==> config.mk <==
export PLATFORM = sky130hd
export DESIGN_NAME = fixed_slot_interlock
export DESIGN_NICKNAME = d
export VERILOG_FILES = /design/src/rtl/fsi_pkg.sv /design/src/rtl/fsi_stage_chain.sv /design/src/rtl/fsi_slot_cmp.sv /design/src/rtl/fixed_slot_interlock.sv
export SDC_FILE = /design/constraint.sdc
export NUM_CORES = 1
export LEC_CHECK = 0
export BUFFER_PORTS_ARGS = -buffer_cell sky130_fd_sc_hd__buf_2
export CAP_MARGIN = 20
export CORE_MARGIN = 8
export CORE_UTILIZATION = 49
export CTS_CLUSTER_SIZE = 14
export DETAILED_ROUTE_END_ITERATION = 10
export PLACE_DENSITY = 0.73
export SLEW_MARGIN = 10
export SYNTH_ARGS = -nofsm -noshare
export SYNTH_HDL_FRONTEND = slang
export SYNTH_SLANG_ARGS = --single-unit
==> constraint.sdc <==
create_clock -name clk -period 1.45 [get_ports clk]
set_input_delay 0.145 -clock clk [delete_from_list [all_inputs] [get_ports clk]]
set_output_delay 0.145 -clock clk [all_outputs]
set_load 0.02 [all_outputs]
==> src/rtl/fsi_pkg.sv <==
package fsi_pkg;
  // Resource mask layout shared by read and write masks.
  localparam int RES_N  = 4;
  localparam int RES_A  = 0;
  localparam int RES_X  = 1;
  localparam int RES_Y  = 2;
  localparam int RES_ZP = 3;
  localparam int ZP_AW  = 8;

  typedef struct packed {
    logic [RES_N-1:0] rd;
    logic [RES_N-1:0] wr;
    logic [ZP_AW-1:0] zp;
  } slot_desc_t;
endpackage

==> src/rtl/fsi_stage_chain.sv <==
module fsi_stage_chain
  import fsi_pkg::*;
#(
  parameter int N_STAGES = 8,
  parameter int DESC_DEPTH = 5
) (
  input  logic                          clk,
  input  logic                          rst,
  input  logic                          enter,
  input  slot_desc_t                    enter_desc,
  output logic [N_STAGES-1:0]           valid_q,
  output slot_desc_t [DESC_DEPTH-1:0]   desc_q
);
  // Occupancy shifts every cycle; a non-entering cycle shifts in a bubble.
  always_ff @(posedge clk) begin
    if (rst) valid_q <= '0;
    else     valid_q <= {valid_q[N_STAGES-2:0], enter};
  end

  // Descriptors are kept only as deep as the widest hazard window and carry
  // no reset: a stage's descriptor is meaningful only when its valid bit is set.
  generate
    if (DESC_DEPTH > 1) begin : g_deep
      always_ff @(posedge clk) desc_q <= {desc_q[DESC_DEPTH-2:0], enter_desc};
    end else begin : g_one
      always_ff @(posedge clk) desc_q[0] <= enter_desc;
    end
  endgenerate

  // every occupied stage moves up one position on each clock.
  generate
    for (genvar s = 0; s < N_STAGES-1; s++) begin : g_shift_chk
      a_r2_advance: assert property (@(posedge clk) disable iff (rst)
        valid_q[s] |=> valid_q[s+1]);
    end
  endgenerate

  // reset empties the pipeline on the following edge.
  a_r1_reset_clear: assert property (@(posedge clk) rst |=> (valid_q == '0));
endmodule

==> src/rtl/fsi_slot_cmp.sv <==
module fsi_slot_cmp
  import fsi_pkg::*;
#(
  parameter int DIST    = 1,
  parameter int ZP_WIN  = 5,
  parameter int IDX_WIN = 3,
  parameter int ACC_WIN = 0
) (
  input  logic             older_valid,
  input  logic [RES_N-1:0] older_wr,
  input  logic [ZP_AW-1:0] older_zp,
  input  logic [RES_N-1:0] new_rd,
  input  logic [ZP_AW-1:0] new_zp,
  output logic             hit
);
  // A stage DIST ahead of the newcomer conflicts when its write lands no
  // earlier than the newcomer's read: DIST <= write_stage - read_stage.
  localparam bit ZP_ON  = (DIST <= ZP_WIN);
  localparam bit IDX_ON = (DIST <= IDX_WIN);
  localparam bit ACC_ON = (DIST <= ACC_WIN);

  logic zp_hit, x_hit, y_hit, a_hit;

  always_comb begin
    zp_hit = ZP_ON  && older_wr[RES_ZP] && new_rd[RES_ZP] && (older_zp == new_zp);
    x_hit  = IDX_ON && older_wr[RES_X]  && new_rd[RES_X];
    y_hit  = IDX_ON && older_wr[RES_Y]  && new_rd[RES_Y];
    a_hit  = ACC_ON && older_wr[RES_A]  && new_rd[RES_A];
    hit    = older_valid && (zp_hit || x_hit || y_hit || a_hit);
  end

  // an empty stage never reports a conflict.
  always_comb begin
    a_r8_bubble_silent: assert (older_valid || !hit);
  end
endmodule

==> src/rtl/fixed_slot_interlock.sv <==
module fixed_slot_interlock
  import fsi_pkg::*;
#(
  parameter int N_STAGES     = 8,
  parameter int ZP_RD_STAGE  = 3,
  parameter int ZP_WR_STAGE  = 8,
  parameter int IDX_RD_STAGE = 4,
  parameter int IDX_WR_STAGE = 7,
  parameter int ACC_RD_STAGE = 7,
  parameter int ACC_WR_STAGE = 7
) (
  input  logic                clk,
  input  logic                rst,
  input  logic                in_valid,
  input  logic [RES_N-1:0]    in_rd,
  input  logic [RES_N-1:0]    in_wr,
  input  logic [ZP_AW-1:0]    in_zp,
  output logic                issue,
  output logic                stall,
  output logic [N_STAGES-1:0] stage_valid
);
  localparam int ZP_WIN  = ZP_WR_STAGE  - ZP_RD_STAGE;
  localparam int IDX_WIN = IDX_WR_STAGE - IDX_RD_STAGE;
  localparam int ACC_WIN = ACC_WR_STAGE - ACC_RD_STAGE;
  localparam int WIN_MAX_RAW = (ZP_WIN > IDX_WIN)
                             ? ((ZP_WIN > ACC_WIN) ? ZP_WIN : ACC_WIN)
                             : ((IDX_WIN > ACC_WIN) ? IDX_WIN : ACC_WIN);
  // Only stages inside some window need descriptors and comparators.
  localparam int CMP_DEPTH = (WIN_MAX_RAW < 1) ? 1
                           : ((WIN_MAX_RAW > N_STAGES) ? N_STAGES : WIN_MAX_RAW);

  slot_desc_t                 new_desc;
  slot_desc_t [CMP_DEPTH-1:0] held_desc;
  logic       [CMP_DEPTH-1:0] stage_hit;
  logic                       hazard;

  assign new_desc = '{rd: in_rd, wr: in_wr, zp: in_zp};

  fsi_stage_chain #(
    .N_STAGES   (N_STAGES),
    .DESC_DEPTH (CMP_DEPTH)
  ) chain_i (
    .clk        (clk),
    .rst        (rst),
    .enter      (issue),
    .enter_desc (new_desc),
    .valid_q    (stage_valid),
    .desc_q     (held_desc)
  );

  generate
    for (genvar i = 0; i < CMP_DEPTH; i++) begin : g_cmp
      fsi_slot_cmp #(
        .DIST    (i + 1),
        .ZP_WIN  (ZP_WIN),
        .IDX_WIN (IDX_WIN),
        .ACC_WIN (ACC_WIN)
      ) cmp_i (
        .older_valid (stage_valid[i]),
        .older_wr    (held_desc[i].wr),
        .older_zp    (held_desc[i].zp),
        .new_rd      (in_rd),
        .new_zp      (in_zp),
        .hit         (stage_hit[i])
      );
    end
  endgenerate

  always_comb begin
    hazard = |stage_hit;
    issue  = in_valid && !hazard;
    stall  = in_valid && hazard;
  end

  // issue and stall exclude each other and need an offer.
  a_r3_exclusive: assert property (@(posedge clk) disable iff (rst)
    !(issue && stall) && (in_valid || (!issue && !stall)));

  // a stall leaves stage 1 empty on the next cycle.
  a_r3_bubble_in: assert property (@(posedge clk) disable iff (rst)
    stall |=> !stage_valid[0]);

  // an issued offer occupies stage 1 on the next cycle.
  a_r2_issue_enters: assert property (@(posedge clk) disable iff (rst)
    issue |=> stage_valid[0]);

  // a stall always has an occupied stage within the compared depth.
  a_r8_stall_needs_older: assert property (@(posedge clk) disable iff (rst)
    stall |-> (|stage_valid[CMP_DEPTH-1:0]));

  // with equal accumulator stages, a read of A alone never stalls.
  generate
    if (ACC_WIN <= 0) begin : g_acc_chk
      a_r7_acc_free: assert property (@(posedge clk) disable iff (rst)
        (in_valid && (in_rd == (RES_N'(1) << RES_A))) |-> !stall);
    end
  endgenerate
endmodule

==> impl_metrics.csv <==
group,metric,value,unit
floorplanning,initial_core_util,51.4,%
worst_setup_path,r2r_slack,-0.31,ns
cts,clock_sinks,59,
job,max_cap_viol_count,0,
cells_and_area,diodes,0,
floorplanning,die_h,78.2,µm
yosys,syn_inst,148,
timing,max_freq,0.494,GHz
grt,grt_max_degree,11,
yosys,synth-main-ff-cell,"dfxtp_1",
hold_path,hold_path.startpoint,"in_zp[2]",
yosys,ys_top_cells_by_area,"dfxtp_1 (62%), xnor2_1 (15%), buf_4 (4.8%)",
floorplanning,fp.dieW,78.2,µm
yosys,syn_area,1890,µm²
timing,setup_violations,3,
worst_setup_path,cp_top_family,"compound AO/OA/AOI/OAI gates",
worst_setup_path,worstSetupEndpointType,"output port",
power,vdd_drop_max,1.05,mV
hold_path,whs_path_depth,1,
worst_setup_path,critPathSlowestCell,"a222oi_1",
yosys,synth_top_area_share,62.4,%
drt,vias,1136,
outcome,violations,"negative setup slack",
worst_setup_path,critPathBufInv,3,
cells_and_area,final_nets,206,
floorplanning,core-area,3690,µm²
yosys,synth_top_area_cell,"dfxtp_1",
floorplanning,row_count,22,
hold_path,hold_class,"input pin to flip-flop",
yosys,synth-async-reset-ratio,0,%
worst_setup_path,crit_type,"flip-flop to output port",
outcome,status,"complete, but fails checks",
placement,gp_congestion,0.831,
drt,met2_length,1.80,mm
worst_setup_path,crit_arrival,1.88,ns
timing,hold_viol_final,0,
grt,track_usage,12.5,%
yosys,ys_types,17,
cts,clockBufferDepth,2,
worst_setup_path,cp_slowest_stage_delay,0.35,ns
worst_setup_path,reg2reg_depth,8,
cells_and_area,num-fill-cells,281,
drt,wl_met3,214,µm
drt,via_per_inst,4.73,
drt,drtIter0Drc,41,
worst_setup_path,crit_required,1.31,ns
cts,root_buffer,"clkbuf_8",
yosys,avgSynthCellArea,12.8,µm²
cts,tritoncts,"built",
timing,setup_ws,-0.573,ns
hold_path,min_to,"chain_i.desc_q[2]$_DFF_P_",
power,cellPowerDensity,1610,nW/µm²
drt,m1WireLength,1.52,mm
cts,clk_latency,0.33,ns
grt,antenna_found_initial,0,
worst_setup_path,worstReg2RegEnd,"chain_i.valid_q[0]$_SDFF_PP0_",
timing,worstMarginPinSlew,0.309,ns
worst_setup_path,path_common_cell,"buf_4",
cells_and_area,final_area,2440,µm²
power,report.power.total,3.94,mW
drt,drc,0,
floorplanning,boundaryPins,29,
grt,grt_pass1_vias,1257,
cts,cts_buffers,9,
worst_setup_path,cp_cell_sequence,"a22o_1 > a222oi_1 > buf_4 > o41ai_4 > buf_4 > nor3_4 > buf_6",
drt,firstDrtPassIters,4,
worst_setup_path,critPathMaxFanout,2,
timing,slew_viol_final,0,
floorplanning,dieArea,6110,µm²
cells_and_area,area.growth.synth_to_final,28.9,%
yosys,ys_ff_latch,59,
timing,slew_headroom,79.3,%
placement,dpl.hpwl,2.55,mm
grt,overflow,0,
yosys,yosys-top-cells-count,"dfxtp_1 (59), xnor2_1 (33), buf_4 (12), nand4_1 (8)",
yosys,yosys_warnings,0,
placement,dp_worst_setup_slack,-0.267,ns
drt,wire_per_inst,15.0,µm
cts,cts-htree-levels,3,
yosys,ys_seq_area_share,62.4,%
cells_and_area,layout-drive-gt1-share,37.5,%
timing,min_period,2.02,ns
worst_setup_path,r2r-start,"chain_i.desc_q[9]$_DFF_P_",
placement,place_area,2060,µm²
yosys,synth_most_common_cell,"dfxtp_1",
yosys,synth_nets,167,
placement,place.port_buffers,26,
yosys,synth_edf_count,0,
cts,clk_pin_slew,0.06,ns
power,p_leak,1.02,nW
worst_setup_path,worst_setup_path_start_kind,"flip-flop",
timing,fin_worst_skew,0.00682,ns
drt,drtAntennaViolNets,0,
grt,grt_pass1_wl,5.87,mm
drt,top_layer,"met4",
timing,rsz0062_at_grt,"true",
timing,period_share,140,%
drt,routed_wl,3.59,mm
-- worst max-delay path by stage --
stage	from	to	cells after the start
final	chain_i.desc_q[9]$_DFF_P_	issue	7
after global routing	chain_i.desc_q[64]$_DFF_P_	issue	7
after CTS	chain_i.desc_q[69]$_DFF_P_	issue	7
after detailed placement	in_zp[0]	issue	8
after global placement	in_zp[0]	issue	8
after floorplan	chain_i.desc_q[64]$_DFF_P_	stall	5
-- layout by cell type, fill, tap and decap left out, types with 2 or more instances in the layout --
master          n
nand4_1         8
nor3_1          4
xor2_1          6
dfxtp_1        50
bufinv_16       4
nand3_1         5
buf_6           2
xnor2_2         4
buf_4          12
dlygate4sd3_1   3
buf_2          24
clkbuf_8        9
xnor2_1        29
a22o_1          3
dfxtp_2         9
clkbuf_1        2
nor2b_1         7
-- per-stage QoR --
step / hold slack [ns] / instances / utilization [%] / setup TNS, ns
after floorplan: 0.173 / 148 / - / -0.125
after global placement: 0.249 / 218 / 55.9 / -0.696
after detailed placement: 0.250 / 218 / 55.9 / -0.759
after CTS: 0.0152 / 239 / 65.3 / -1.41
after global routing: 0.0210 / 240 / 66.2 / -1.69
final: 0.0314 / 240 / 66.2 / -1.45
-- area by class of cell --
type / instances / area, µm² / share of cell area (%)
clock buffer: 11 / 131 / 5.38
inverter: 1 / 3.75 / 0.154
timing repair buffer: 41 / 263 / 10.8
clock inverter: 5 / 125 / 5.12
tap: 48 / 60.1 / 2.46
multi-input combinational: 75 / 667 / 27.3
sequential: 59 / 1190 / 48.8
-- sequential cells by signal (all words and copies together) (netlist names) --
name             count
chain_i.desc_q      51
chain_i.valid_q      8
-- power breakdown --
group	switching [mW]	internal, mW	total (mW)
clock network	0.589	1.31	1.90
logic	0.132	0.150	0.282
registers	0.0490	1.71	1.76
total	0.770	3.17	3.94
-- logic make-up after synthesis --
kind of cell | count (synthesis) | share of synthesized area, %
AO/OA/AOI/OAI | 6 | 3.77
AND/OR/NAND/NOR | 29 | 9.84
buffers and inverters | 14 | 5.55
flip-flops | 59 | 62.4
XOR/XNOR | 40 | 18.5
-- routing by layer --
metal	vias to the layer above	track usage, %
li1	560	-
met1	539	13.5
met2	28	20.0
met3	9	6.26
met4	0	5.56
met5	-	0
-- repair_timing --
action                                  4_1_cts  5_1_grt
endpoints found under the setup margin        3        3
hold buffers                                  3        0
setup buffers                                 2        1
hold endpoints to repair                      3        0
resized for setup                            11        8
pin swaps                                     6        6
Power figures use the tool's default switching activity.
